<file path="src/rtl/tx_sym_select.sv">
module tx_sym_select #(
  parameter int SCR_LEN = 23,
  parameter int TAP_A   = 5,
  parameter int TAP_B   = 23,
  parameter int GAP_W   = 8
) (
  input  logic             clk,
  input  logic             rst_n,
  input  logic             sym_en,
  input  logic [1:0]       src_sel,
  input  logic             scr_on,
  input  logic [GAP_W-1:0] gap_len,
  input  logic [1:0]       ext_sym,
  input  logic             ext_stb,
  input  logic [1:0]       det_sym,
  input  logic             det_stb,
  output logic [1:0]       tx_sym,
  output logic             tx_zero,
  output logic             tx_vld
);
  localparam logic [1:0] SRC_EXT   = 2'b00;
  localparam logic [1:0] SRC_DET   = 2'b01;
  localparam logic [1:0] SRC_ONES  = 2'b10;
  localparam logic [1:0] SRC_PULSE = 2'b11;
  localparam logic [1:0] SYM_P3    = 2'b10;
  localparam logic [1:0] SYM_ZERO  = 2'b00;

  logic [1:0]         ext_q, det_q, ext_cur, det_cur, raw;
  logic [SCR_LEN-1:0] sr, sr_mid, sr_nxt;
  logic               s_hi, s_lo, pulse, scr_use;
  logic [GAP_W-1:0]   gap_cnt;

  assign ext_cur = ext_stb ? ext_sym : ext_q;
  assign det_cur = det_stb ? det_sym : det_q;
  assign pulse   = (src_sel == SRC_PULSE);
  assign scr_use = scr_on && !pulse;

  always_comb begin
    case (src_sel)
      SRC_EXT:  raw = ext_cur;
      SRC_DET:  raw = det_cur;
      SRC_ONES: raw = 2'b11;
      default:  raw = SYM_ZERO;
    endcase
  end

  assign s_hi   = raw[1] ^ sr[TAP_A-1] ^ sr[TAP_B-1];
  assign sr_mid = {sr[SCR_LEN-2:0], s_hi};
  assign s_lo   = raw[0] ^ sr_mid[TAP_A-1] ^ sr_mid[TAP_B-1];
  assign sr_nxt = {sr_mid[SCR_LEN-2:0], s_lo};

  always_ff @(posedge clk) begin
    if (!rst_n) begin
      ext_q   <= '0;
      det_q   <= '0;
      sr      <= '0;
      gap_cnt <= '0;
      tx_sym  <= '0;
      tx_zero <= 1'b0;
      tx_vld  <= 1'b0;
    end else begin
      tx_vld <= sym_en;
      if (ext_stb) ext_q <= ext_sym;
      if (det_stb) det_q <= det_sym;
      if (sym_en) begin
        if (pulse) begin
          if (gap_cnt == '0) begin
            tx_sym  <= SYM_P3;
            tx_zero <= 1'b0;
            gap_cnt <= gap_len;
          end else begin
            tx_sym  <= SYM_ZERO;
            tx_zero <= 1'b1;
            gap_cnt <= gap_cnt - 1'b1;
          end
        end else begin
          gap_cnt <= '0;
          tx_zero <= 1'b0;
          tx_sym  <= scr_use ? {s_hi, s_lo} : raw;
          if (scr_use) sr <= sr_nxt;
        end
      end
    end
  end
endmodule


</file>
<file path="config.mk">
export PLATFORM = sky130hd
export DESIGN_NAME = tx_sym_select
export DESIGN_NICKNAME = d
export VERILOG_FILES = /design/src/rtl/tx_sym_select.sv
export SDC_FILE = /design/constraint.sdc
export NUM_CORES = 1
export LEC_CHECK = 0
export ABC_AREA = 1
export BUFFER_PORTS_ARGS = -buffer_cell sky130_fd_sc_hd__buf_2
export CORE_ASPECT_RATIO = 1.4
export CORE_UTILIZATION = 45
export DETAILED_ROUTE_END_ITERATION = 8
export GPL_ROUTABILITY_DRIVEN = 0
export GPL_TIMING_DRIVEN = 0
export PLACE_DENSITY = 0.65
export SETUP_SLACK_MARGIN = 0.1
export SYNTH_ARGS = -nofsm -noshare
export SYNTH_HDL_FRONTEND = slang
export SYNTH_SLANG_ARGS = --single-unit
</file>
<file path="constraint.sdc">
create_clock -name clk -period 2 [get_ports clk]
set_clock_uncertainty 0.2 [all_clocks]
set_input_delay 0.4 -clock clk [delete_from_list [all_inputs] [get_ports clk]]
set_output_delay 0.4 -clock clk [all_outputs]
set_load 0.005 [all_outputs]
</file>
=== Word level (Yosys, flattened, before mapping) ===
Index checks and enable logic that the tools add are counted.

* Register bits after elaboration: 39
* Bits of input ports: 20
* Output and inout port bits: 4
* Word-level logic and storage cells: 31

* Add/sub/neg operators: 1
* Equality and inequality tests: 3
* Multiplexer cells: 10
* Bitwise logic cells: 5
* Reductions and logical operators: 5

{| class="wikitable"
|+ Operators with widths
! kind !! count
|-
| $mux W8 || 2
|-
| $mux W2 || 5
|-
| $logic_not A8 Y1 || 1
|-
| $sub A8 B1 Y8 const B || 1
|-
| $pmux W2 S3 || 1
|-
| $eq A2 B2 Y1 const B || 2
|-
| $xor A1 B1 Y1 || 4
|-
| $reduce_and A3 Y1 || 1
|-
| $eq A2 B1 Y1 const B || 1
|-
| $logic_not A2 Y1 || 1
|-
| $mux W1 || 2
|-
| $logic_and A1 B1 Y1 || 1
|-
| $logic_not A1 Y1 || 1
|-
| $not A1 Y1 || 1
|}

=== Logic depth before layout (Yosys ltp) ===
Gate-level depths: netlist of the first run.

* Word-level depth: 6
* Gate-level depth with buffers: 10
* Mapped depth without buffers: 10

=== Worst setup path after synthesis of the first run ===
No wires, ideal clock.

* Path kind: reg2reg
* Start: register gap_cnt[0]
* End: register gap_cnt[1]
* Library setup time: 0.074 ns
* Arrival time: 1.181 ns
* Required time: 1.726 ns
* Setup slack: 0.545 ns
* Stages on the path, launching flop included: 9
* Buffers on the path: 0
* Period minus slack after synthesis: 1.455 ns
* Cell sequence: dfxtp_1 -> inv_1 -> ha_1 -> nand2_1 -> nor2_4 -> nor2_2 -> nand2_1 -> or2_1 -> a31oi_1

* Cells in the longest elaborated chain, start to end: 3
* Elaborated cells on any way between the ends: 4
* Those cells by class: add/sub (1); mux (2); reduce/logical (1)

{| class="wikitable"
|+ RTL lines
! item !! line !! RTL
|-
| start, declared || 31 || <nowiki>logic [GAP_W-1:0] gap_cnt;</nowiki>
|-
| start signal, assigned || 70 || <nowiki>gap_cnt <= gap_len;</nowiki>
|-
| start signal, assigned || 74 || <nowiki>gap_cnt <= gap_cnt - 1'b1;</nowiki>
|-
| $sub A8 B1 Y8 / $logic_not A8 Y1 (equally long branches) || 74, 67 ||
|-
| $mux W8 (*) || 67 || <nowiki>if (gap_cnt == '0) begin</nowiki>
|-
| $mux W8 (*) || 66 || <nowiki>if (pulse) begin</nowiki>
|}

Every way passes the cells marked *; elsewhere a longest branch is shown, timed or not.
A chain may end at the register's enable or synchronous reset.

=== Worst setup path in the final report of the first run ===
* Start: register gap_cnt[1]
* End: register gap_cnt[3]

Same word-level chain as after synthesis.

==> results of run 1 <==
-- stage by stage --
step	setup slack [ns]	instance area, sq um	hold WS (ns)	utilization, %	instances
after floorplan	0.545	1770	0.220	-	234
after global placement	0.368	1940	0.230	52.2	298
after detailed placement	0.368	1940	0.233	52.2	298
after CTS	0.384	2020	0.162	54.6	305
after global routing	0.235	2020	0.172	54.6	305
final	0.375	2020	0.165	54.6	305
-- worst max-delay path by stage --
stage                                          to  cells after the start  slack, ns               startpoint
after floorplan           gap_cnt[1]$_SDFFE_PN0P_                      8       0.55  gap_cnt[0]$_SDFFE_PN0P_
after global placement     tx_sym[1]$_SDFFE_PN0P_                      9       0.37                  ext_stb
after detailed placement   tx_sym[1]$_SDFFE_PN0P_                      9       0.37                  ext_stb
after CTS                 gap_cnt[3]$_SDFFE_PN0P_                      7       0.38  gap_cnt[0]$_SDFFE_PN0P_
after global routing      gap_cnt[3]$_SDFFE_PN0P_                      7       0.24  gap_cnt[1]$_SDFFE_PN0P_
final                     gap_cnt[3]$_SDFFE_PN0P_                      7       0.37  gap_cnt[1]$_SDFFE_PN0P_
-- cell type report --
class                   count  area (sq um)
plain buffers               9          65.1
clock inverters             1          5.00
clock buffers               6          82.6
repair buffers             22           110
well taps                  42          52.6
multi-input cells         150           787
fillers                   391          1690
inverters                  36           140
flip-flops and latches     39           781
-- critical path: cells and delay by family (launching register included) --
| family | cells | cell delay [ns] |
|---|---|---|
| flip-flops | 1 | 0.38 |
| AND/OR/NAND/NOR | 3 | 0.39 |
| buffers and inverters | 1 | 0.08 |
| AO/OA/AOI/OAI | 2 | 0.30 |
| adder cells (fa/ha/maj) | 1 | 0.18 |
-- Yosys cell counts (all sizes together), types with 2 or more instances --
cell type | number | area (sq um)
a21oi | 28 | 140
clkbuf | 2 | 17.5
nand3 | 17 | 90.1
buf | 7 | 47.5
xor2 | 2 | 17.5
nor2 | 15 | 68.8
nand4 | 3 | 18.8
o21ai | 28 | 140
xnor2 | 5 | 43.8
a31oi | 5 | 31.3
or2 | 3 | 18.8
dfxtp | 39 | 781
inv | 35 | 131
ha | 2 | 25.0
nand2 | 39 | 161
-- kinds of logic (layout without fill, tap and decap cells) --
group / Yosys count / after routing
and+or+nand+nor: 78 / 78
AOI/OAI and AO/OA: 63 / 63
buffers and inverters: 45 / 74
DFF: 39 / 39
xor gates and xnor gates: 7 / 7
adders and majority gates: 2 / 2
-- registers in the layout, indices dropped and copies added, names as in the netlist --
signal,cells
sr,23
gap_cnt,8
det_q,2
ext_q,2
tx_sym,2
tx_vld,1
tx_zero,1
-- layer usage --
metal | up-vias | GRT usage, % | wire, microns | share of wire, %
li1 | 811 | - | - | -
met1 | 681 | 22.4 | 1570 | 45
met2 | 22 | 31.2 | 1690 | 49
met3 | 6 | 5.39 | 135 | 3.9
met4 | 0 | 7.50 | 57 | 1.6
met5 | - | 0 | 0 | 0
-- placed cells by master, fill, tap and decap left out --
cell type  instances
clkinv_2           1
nor2_4             1
xnor2_1            5
nor3_4             1
inv_2              1
nor2_1            12
nor2_2             2
a31oi_1            5
nand3_2            1
ha_1               2
clkbuf_1           1
nand2_1           37
xor2_1             2
o21ai_0           28
clkbuf_8           7
buf_6              2
buf_2             27
a21oi_1           28
nand3_1           16
o211ai_1           1
dfxtp_1           39
nand4_1            3
nand2_4            2
clkinv_4           1
or2_1              3
a22oi_1            1
inv_1             34
-- where the power goes --
part           total [mW]  switching (mW)  internal, mW
clock network       0.539           0.269         0.270
logic               0.299           0.174         0.125
registers           0.859          0.0307         0.828
==> impl_summary.md, run 1 <==
Worst setup path
The cell with the largest stage delay on the worst path is dfxtp_1. The minimum setup slack among reg-to-reg paths is ~0.37 ns. The critical path in this run is classified as reg2reg. The critical path goes through inv_1 -> ha_1 -> nand2_1 -> nor2_4 -> nor3_4 -> a22oi_1 -> o21ai_0.

At the worst endpoint, the arrival time is 1.63 ns. The reg-to-reg critical path startpoint is gap_cnt[1]$_SDFFE_PN0P_. The depth of the worst register-to-register path is 7.

The largest single stage delay on the critical path is 0.38 ns. The capture instance of the worst register-to-register path is gap_cnt[3]$_SDFFE_PN0P_. The maximum fanout along the worst path is 6. The sort of element at the end of the critical path is a flop. STA classifies the critical path startpoint as a flop. At the worst endpoint, the required time is 2.01 ns.

Clocking
The number of CTS-inserted buffers is 5. Counting along the longest clock path gives a buffer depth of 2. After clock tree synthesis, the clock-pin slew on the worst setup and hold paths is around 0.080 ns. The number of setup buffers added after CTS is 0. TritonCTS built the clock tree. Once the clock tree was built, the resizer swapped 0 gates to a different size.

The clock net in this run drives a total of 39 sinks. The clock tree root driver cell is clkbuf_8. CTS built an H-tree with a depth of 2. The clock reaches the later pin of the worst-skew pair after 0.29 ns. Hold repair after CTS inserted 0 buffers.

Global routing
The number of antenna violations at the first check in global routing is 0. The first global-routing pass estimated ~5900 microns of wire. The via count of the first global-routing pass is around 1400.

The pin count of the biggest net entering global routing is 12. Global routing used between 10% and 20% of the available tracks. The aggregate global routing overflow is 0.

Timing
For the pin with the worst max-slew slack, the measured transition is 0.328 ns. The peak clock frequency supported by timing is 615 MHz. The smallest clock period supported by the final layout is computed as 1.63 ns. Setup repair after global routing left no endpoint under its margin. In the final timing run, aggregate negative setup slack is 0 ns. The relative max-transition margin is 78.1%. The final count of negative-setup-slack endpoints is 0. The fraction of the cycle the final worst path needs is 81.3%. The count of final hold-check violations is 0. The max-slew violation count came to 0.

Drt
The routed design has 3460 microns of wire. The total vias in the final route is 1520. The number of remaining DRC errors is 0. The first TritonRoute pass finished after 5 iterations. In this run the remaining antenna-violating nets after routing total 0. Dividing the detail-routed via count by the number of cells gives approximately 5.0. In the final routed layout, each cell accounts on average for 11.3 microns. The starting DRC count in detailed routing is 36.

Yosys
The post-synthesis simple-gate area fraction is 21.1%. After synthesis, the largest family of logic cells by area is simple AND/OR/NAND/NOR gates. The compound-cell area share of the yosys netlist is 18.4%.

The gate count of the mapped netlist is 234. For this run, asynchronously set or reset flops after synthesis account for 0%. Of the post-synthesis cell area, the part taken by muxes is 0%.

The distinct cell type count of the synthesized netlist is 26. The post-synthesis register bit count is 39. In this run the cell area of the synthesized design comes to 1770 sq um.

Summing the areas of all xor and xnor instances in the mapped netlist gives 3.46% of the synthesized area. The number of nets produced by synthesis is 256. Dividing the synthesized area by the synthesized cell count gives 7.58 sq um. The number of warning messages in the yosys log is 0. For this run, the leading register cell type out of synthesis is dfxtp_1.

The share of synthesized cell area in full adder, half adder and majority cells is 1.41%. The sequential share of the synthesized area is around 44%. The number of enable flip-flop cells after synthesis is 0.

Floorplanning
The floorplan step set the die width to 55.1 microns. The floorplan die area is 4200 sq um. The floorplan row count is 26. The initial utilization of the core area, before any placement, comes to between 40% and 50%. The area inside the core boundary is around 3700 sq um. The I/O pin count is 24.

The floorplan step set the die height to 76.3 microns.

Power and ir drop
The power per cell area is 838 nW/um^2. IR analysis of the VDD net gives a maximum drop of 0.000502 V. Power comes to 1.70 mW. In this run the static leakage power is around 0.88 nW.

Cells and area
The fraction of layout instances using a drive strength above 1 is about 17%. The repair_antennas step left the layout with diodes totalling 0. The area added between synthesis and finish is 14.1%. The post-layout net count is 285.

Outcome
The run finished with clean final reports.

Placed design
The number of buffers added on ports is 22. The sum of net half-perimeters after detailed placement is 2500 microns.

Min path
The startpoint identified for the worst hold timing path is det_sym[0]. The worst hold path was traced through 3 stages. The end point of the worst hold path is det_q[0]$_SDFF_PN0_. The tightest min-delay check is of the in2reg type.

Flow run
The count of maximum capacitance violations is 0.
No activity file was read; power rests on OpenSTA's default activity.
==> run 2: changes to the inputs <==
==> constraint.sdc (replaced) <==
create_clock -name clk -period 1.7 [get_ports clk]
set_clock_uncertainty 0.2 [all_clocks]
set_input_delay 0.34 -clock clk [delete_from_list [all_inputs] [get_ports clk]]
set_output_delay 0.34 -clock clk [all_outputs]
set_load 0.005 [all_outputs]
==> run 2 against run 1 <==
Cell area increased by 1.1%. Worst hold slack got worse by 0.063 ns. Die area is the same. Setup slack worse by 0.15 ns. Critical path depth grew 2. Count of clock-buffer cells in the layout stayed put. Total power up 18%. Largest cell class unchanged. Largest power group unchanged. Sequential share of layout area shrank 0.30 points. Fmax rose by 10%.
==> impl_summary.md, run 2 (same netlist as run 1, synthesis figures left out) <==
Drt
The first-pass iteration count of the detailed router came to 4 (-1). The final wirelength is 3470 microns (+0.46%). The total vias in the final route is 1534 (+0.92%). The number of routed nets with antenna violations is 0 (unchanged).

The average routed wire per standard cell is 11.4 microns (+0.46%). The via density per instance came to 5.03 (+0.92%). The number of remaining DRC errors came to 0 (unchanged). The starting DRC count in detailed routing came to 36 (unchanged).

Clocking
The insertion delay of the later-clocked pin in the worst-skew pair is 0.29 ns (about the same). The number of buffers added to fix hold violations after cts is 0 (unchanged). The number of CTS-inserted buffers is 5 (unchanged). The H-tree depth reported by CTS is 2 (unchanged).

The clock net sink count came to 39 (unchanged). The clock tree from TritonCTS is yes. The CTS clock-pin slew for the worst setup and hold paths is 0.07 ns (about the same). The clock tree root driver cell is clkbuf_8.

The largest buffer count on any clock path is 2 (unchanged). The post-CTS setup buffer count is 0 (unchanged).

Timing
The relative max-transition margin is 78.1% (unchanged). Setup repair after global routing left no endpoint under its margin. The sum of negative setup slack came to 0 ns (unchanged). The minimum clock period after layout is 1.47 ns (-0.152 ns). The max-slew violation count came to 0 (unchanged). The pin slew with the least headroom to its limit is 0.328 ns (unchanged).

The final count of negative-setup-slack endpoints is 0 (unchanged). The peak clock frequency supported by timing came to 679 MHz (+10%). The fraction of the cycle the final worst path needs is 86.7% (+5.4 points). The count of final hold-check violations is 0 (unchanged).

Global routing
The routing usage on met2 is 31.2% (unchanged). The aggregate global routing overflow was 0 (unchanged). The via count of the first global-routing pass is 1417 (+0.14%). The pin count of the biggest net entering global routing is 12 (unchanged). The number of antenna violations at the first check in global routing is 0 (unchanged).

The fraction of met3 tracks used by global routing is 5.39% (unchanged). The met1 global-route usage was 22.4% (unchanged). The layer flagged by global routing as most heavily used is met2. The aggregate global-route resource usage is 19.1% (unchanged). The first-pass GRT wire length is 5910 microns (unchanged).

Power and ir drop
The part of the power in registers was 50.4% (-0.2 points). The switching power of the nets is 564 uW (+19%). The power per cell area was 982 nW/um^2 (+17%).

The worst voltage drop across the vdd grid is 0.000573 V (+14%). The static leakage is 0.884 nW (+0.35%). The switching power as a share of total power is 28.1% (+0.16 points). The clock share of power is 31.6% (-0.2 points).

The combinational power share is 18.0% (+0.4 points). The cell-internal power came to 1.44 mW (+18%).

Cells and area
The area added between synthesis and finish is 15.4%. The fraction of layout instances using a drive strength above 1 is 20.2% (+2.7 points). Leaving out fill and tap cells, the most frequent cells in the layout are dfxtp_1 (37), nand2_1 (36), inv_1 (32), a21oi_1 (28), buf_2 (27). The post-layout net count is 285 (unchanged). The register bank with the most flops is sr. The largest registers in the layout are sr: 23 flops, gap_cnt: 8 flops. Leaving out fill and tap cells, the most frequent cell in the layout is dfxtp_1. The non-filler instance count after layout was 305 (unchanged).

The number of flip-flops under the largest register name is 23 (unchanged). The number of diodes added for antenna fixing is 0 (unchanged). The fill cell instance count of the final layout is 388 (-0.77%).

Placed design
The sum of net half-perimeters after detailed placement is 2500 microns (unchanged). The placed instance count is 298 (unchanged). The number of buffers added on ports is 22 (unchanged).

Floorplanning
The die width is 55.1 microns (unchanged). The floorplan die area is 4200 sq um (unchanged). The initial core utilization is 47.8% (unchanged). The I/O pin count is 24 (unchanged). The vertical die dimension is 76.3 microns (unchanged). The floorplan row count is 26 (unchanged). The area inside the core boundary is 3710 sq um (unchanged).

Flow run
The count of maximum capacitance violations was 0 (unchanged).

Outcome
The flow ran to the end, and the final reports show no timing, DRC or antenna violations.

Worst setup path
The sort of element at the end of the critical path is a flop. The arrival time of the worst setup path is 1.52 ns (-0.11 ns). The worst setup path is launched from a flop.

The start-to-end type of the worst setup path is reg2reg. The data required time at the worst endpoint was 1.74 ns (-0.27 ns). The minimum setup slack among reg-to-reg paths is 0.23 ns (-0.15 ns). The maximum fanout along the worst path came to 8 (+2).

Min path
The type of the most critical hold path is in2reg.
## run 2: layout make-up
| class | instances | area, sq um | area share (%) |
|---|---|---|---|
| multi-input cells | 150 | 807 | 39.4 |
| flip-flops and latches | 39 | 783 | 38.3 |
| inverters | 36 | 140 | 6.85 |
| repair buffers | 22 | 110 | 5.38 |
| clock buffers | 6 | 82.6 | 4.04 |
| plain buffers | 9 | 65.1 | 3.18 |
| well taps | 42 | 52.6 | 2.57 |
| clock inverters | 1 | 5.00 | 0.245 |
## run 2: power groups by stage
stage | Clock, mW | Combinational [mW] | Sequential [mW]
after detailed placement | 0 | 0.353 | 1.03
after global routing | 0.688 | 0.417 | 1.02
after global placement | 0 | 0.350 | 1.03
after CTS | 0.651 | 0.356 | 1.01
final | 0.634 | 0.362 | 1.01
after floorplan | 0 | 0.272 | 1.02
## run 2: routing by layer
layer	routed length (microns)	vias up
li1	-	811
met1	1560	696
met2	1710	21
met3	134	6
met4	57	0
met5	0	-
## run 2: worst paths after layout
| kind | start | endpoint | depth (start not counted) |
|---|---|---|---|
| worst max-delay path | gap_cnt[3]$_SDFFE_PN0P_ | gap_cnt[4]$_SDFFE_PN0P_ | 9 |
| worst min register to register | sr[18]$_SDFFE_PN0P_ | sr[18]$_SDFFE_PN0P_ | 2 |
| worst max register to register | gap_cnt[3]$_SDFFE_PN0P_ | gap_cnt[4]$_SDFFE_PN0P_ | 9 |
| worst min-delay path | gap_len[0] | gap_cnt[0]$_SDFFE_PN0P_ | 3 |
## run 2: worst max-delay path, cell delays in order (launching register included)
cell	delay (ns)
dfxtp_1	0.36
nor2_2	0.15
nand2_1	0.11
nor2_4	0.19
nand2_4	0.08
clkinv_4	0.08
nand2_1	0.06
nand3_1	0.06
o211ai_1	0.08
inv_1	0.05
## run 2: metrics by stage
step	hold WS [ns]	cell area [sq um]	total power, mW	setup slack [ns]	util [%]
2_1_floorplan	0.220	1770	1.29	0.245	-
3_3_place_gp	0.230	1940	1.38	0.128	52.2
3_5_place_dp	0.233	1940	1.38	0.111	52.2
4_1_cts	0.0985	2030	2.02	0.107	54.6
5_1_grt	0.112	2050	2.12	0.0887	55.2
6_report	0.102	2050	2.01	0.226	55.2
## run 2: repair_timing
action / in CTS / in global routing
pin swaps: 1 / 5
gates resized for setup: 3 / 7
cloned: 0 / 0
setup endpoints to repair: 1 / 8
==> run 3: changes to the inputs <==
--- a/config.mk
+++ b/config.mk
@@ -7,7 +7,6 @@
 export LEC_CHECK = 0
 export ABC_AREA = 1
 export BUFFER_PORTS_ARGS = -buffer_cell sky130_fd_sc_hd__buf_2
-export CORE_ASPECT_RATIO = 1.4
 export CORE_UTILIZATION = 45
 export DETAILED_ROUTE_END_ITERATION = 8
 export GPL_ROUTABILITY_DRIVEN = 0
==> run 3 against run 2 <==
Die area about the same. Count of clock-buffer cells in the layout grew 2. Critical path type unchanged. Sequential share of layout area shrank 0.65 points. Final cell count is 3.0% higher. Highest routed layer unchanged. Largest power group unchanged. Core utilization is 0.93 points higher. Fmax fell by 4.1%. Largest cell class unchanged. Sequential power about the same. Non-clock buffer count increased by 2.
==> impl_summary.md, run 3 (same netlist as run 1, synthesis figures left out) <==
Power and ir drop
The power per cell area is 984 nW/um^2 (+0.26%). The cell-internal power was 1.50 mW (+4.1%). The total power is 2.05 mW (+2.2%). The combinational power share is 18.0% (about the same). The switching power of the nets is 547 uW (-2.9%).

The part of the power in registers is 49.3% (-1.1 points). The static leakage was 0.898 nW (+1.6%). The switching power as a share of total power is 26.7% (-1.4 points).

The worst voltage drop across the vdd grid is 0.000504 V (-12%). The clock share of power was 32.7% (+1.1 points).

Min path
The path class of the tightest hold or removal check is in2reg.

Placed design
The total cell area at the placement stage was 1940 sq um (+0.39%). The placed instance count is 304 (+2.0%). The sum of net half-perimeters after detailed placement came to 2410 microns (-3.6%). The worst-case setup slack after placement is 0.147 ns (+0.0359 ns). The number of buffers added on ports is 22 (unchanged).

Clocking
TritonCTS built the clock tree. The clock tree root driver cell is clkbuf_8. The insertion delay of the later-clocked pin in the worst-skew pair is 0.29 ns (about the same). The largest buffer count on any clock path is 2 (unchanged).

The number of buffers added to fix hold violations after cts is 0 (unchanged). The H-tree depth reported by CTS is 2 (unchanged). The CTS clock-pin slew for the worst setup and hold paths is 0.08 ns (about the same). The number of CTS-inserted buffers is 5 (unchanged). The clock net sink count is 39 (unchanged).

Cells and area
The fill cell instance count of the final layout came to 351 (-9.5%). The post-layout utilization of the core is 56.1% (+0.93 points). The post-layout instance area is 2080 sq um (+1.9%). The fraction of layout instances using a drive strength above 1 came to 21.1% (+0.90 points). The library cells used most frequently in the layout, excluding fill and tap cells, are nand2_1 (36), dfxtp_1 (36), inv_1 (32), o21ai_0 (28), a21oi_1 (28). In the final layout, the registers with the most flip-flops are sr: 23 flops, gap_cnt: 8 flops.

The number of flip-flops under the largest register name came to 23 (unchanged). The area added between synthesis and finish is 17.6%. The number of diodes added for antenna fixing is 0 (unchanged). The register bank with the most flops is sr. The non-filler instance count after layout is 314 (+3.0%).

The post-layout net count is 287 (+0.70%).

Worst setup path
The start-to-end type of the worst setup path is reg2reg. The gate family responsible for the most delay along the worst path is simple AND/OR/NAND/NOR gates. The data required time at the worst endpoint is 1.71 ns (-0.03 ns). The cell with the largest stage delay on the worst path is dfxtp_2. STA classifies the critical path endpoint as a flop.

STA classifies the critical path startpoint as a flop. The arrival time of the worst setup path is 1.55 ns (+0.03 ns). The sum of buffers and inverters on the critical path is 1 (-1). The maximum fanout along the worst path is 3 (-5). The biggest cell delay along the critical path came to 0.35 ns (about the same). Traced cell by cell, the critical path runs through inv_2 -> ha_4 -> nand2_4 -> nor2_4 -> nor2_2 -> nand2_1 -> or2_1 -> a31oi_1.

Global routing
The pin count of the biggest net entering global routing is 12 (unchanged). The aggregate global-route resource usage was 18.1% (-0.95 points). The first-pass GRT wire length came to 5810 microns (-1.8%). The via count of the first global-routing pass was 1374 (-3.0%). The number of antenna violations at the first check in global routing is 0 (unchanged). The aggregate global routing overflow is 0 (unchanged).

Timing
The sum of negative setup slack is 0 ns (unchanged). The relative max-transition margin is 77.9% (-0.25 points). Setup repair after global routing could not meet its margin everywhere. The fraction of the cycle the final worst path needs is 90.4% (+3.7 points). The final count of negative-setup-slack endpoints is 0 (unchanged). The minimum hold slack came to 0.108 ns (+0.00592 ns). The peak clock frequency supported by timing came to 651 MHz (-4.1%). The count of final hold-check violations is 0 (unchanged). The minimum clock period after layout is 1.54 ns (+0.0628 ns). The pin slew with the least headroom to its limit was 0.332 ns (+0.00380 ns). The max-slew violation count is 0 (unchanged). The setup slack after layout is 0.164 ns (-0.0628 ns).

Flow run
The count of maximum capacitance violations is 0 (unchanged).

Drt
The first-pass iteration count of the detailed router is 5 (+1). The final wirelength is 3390 microns (-2.4%). The number of remaining DRC errors came to 0 (unchanged). The number of routed nets with antenna violations is 0 (unchanged). The via density per instance is 4.84 (-3.8%). The average routed wire per standard cell is 10.8 microns (-5.2%). The total vias in the final route is 1519 (-0.98%). The starting DRC count in detailed routing is 142 (+290%).

Floorplanning
The floorplan row count is 22 (-15%). The vertical die dimension came to 64.8 microns (-15%). The floorplan die area is 4200 sq um (about the same).

The area inside the core boundary is 3720 sq um (+0.20%). The I/O pin count is 24 (unchanged). The die width is 64.8 microns (+18%).

The initial core utilization is 47.7% (-0.097 points).

Outcome
The run finished with clean final reports.
## run 3: tightest hold or removal path, delay by kind of cell
kind	cells	cell delay, ns
simple gates	1	0.06
compound gates	1	0.07
buf+inv	1	0.08
## run 3: area by class of cell
type                       instances  area [sq um]  area share [%]
buffer                             9          65.1            3.12
timing repair buffer              24           125            6.00
inverter                          36           140            6.72
multi-input combinational        150           810            38.8
sequential                        39           785            37.6
clock buffer                       8           100            4.80
tap                               48          60.1            2.88
## run 3: power groups by stage
stage                     clock [mW]  sequential [mW]  combinational (mW)
after floorplan                    0             1.02               0.272
after global placement             0             1.03               0.349
after detailed placement           0             1.03               0.351
after CTS                      0.699             1.01               0.353
after global routing           0.744             1.02               0.427
final                          0.670             1.01               0.369
## run 3: path summary, 6_finish.rpt
path | start | endpoint | slack (ns) | cells after the start
worst max-delay path | gap_cnt[1]$_SDFFE_PN0P_ | gap_cnt[1]$_SDFFE_PN0P_ | 0.16 | 8
worst min register to register | sr[14]$_SDFFE_PN0P_ | sr[14]$_SDFFE_PN0P_ | 0.24 | 2
worst max register to register | gap_cnt[1]$_SDFFE_PN0P_ | gap_cnt[1]$_SDFFE_PN0P_ | 0.16 | 8
worst min-delay path | gap_len[3] | gap_cnt[3]$_SDFFE_PN0P_ | 0.11 | 3
## run 3: timing repair
item	in CTS	in global routing
resized for setup	0	10
endpoints found under the setup margin	0	8
setup buffers	0	2
## run 3: per-layer routing
metal / vias to the layer above / routed length (microns) / track usage [%]
met5: - / 0 / 0
met4: 0 / 44 / 6.67
met3: 5 / 157 / 5.63
met2: 25 / 1510 / 29.3
met1: 666 / 1680 / 22.4
li1: 823 / - / -
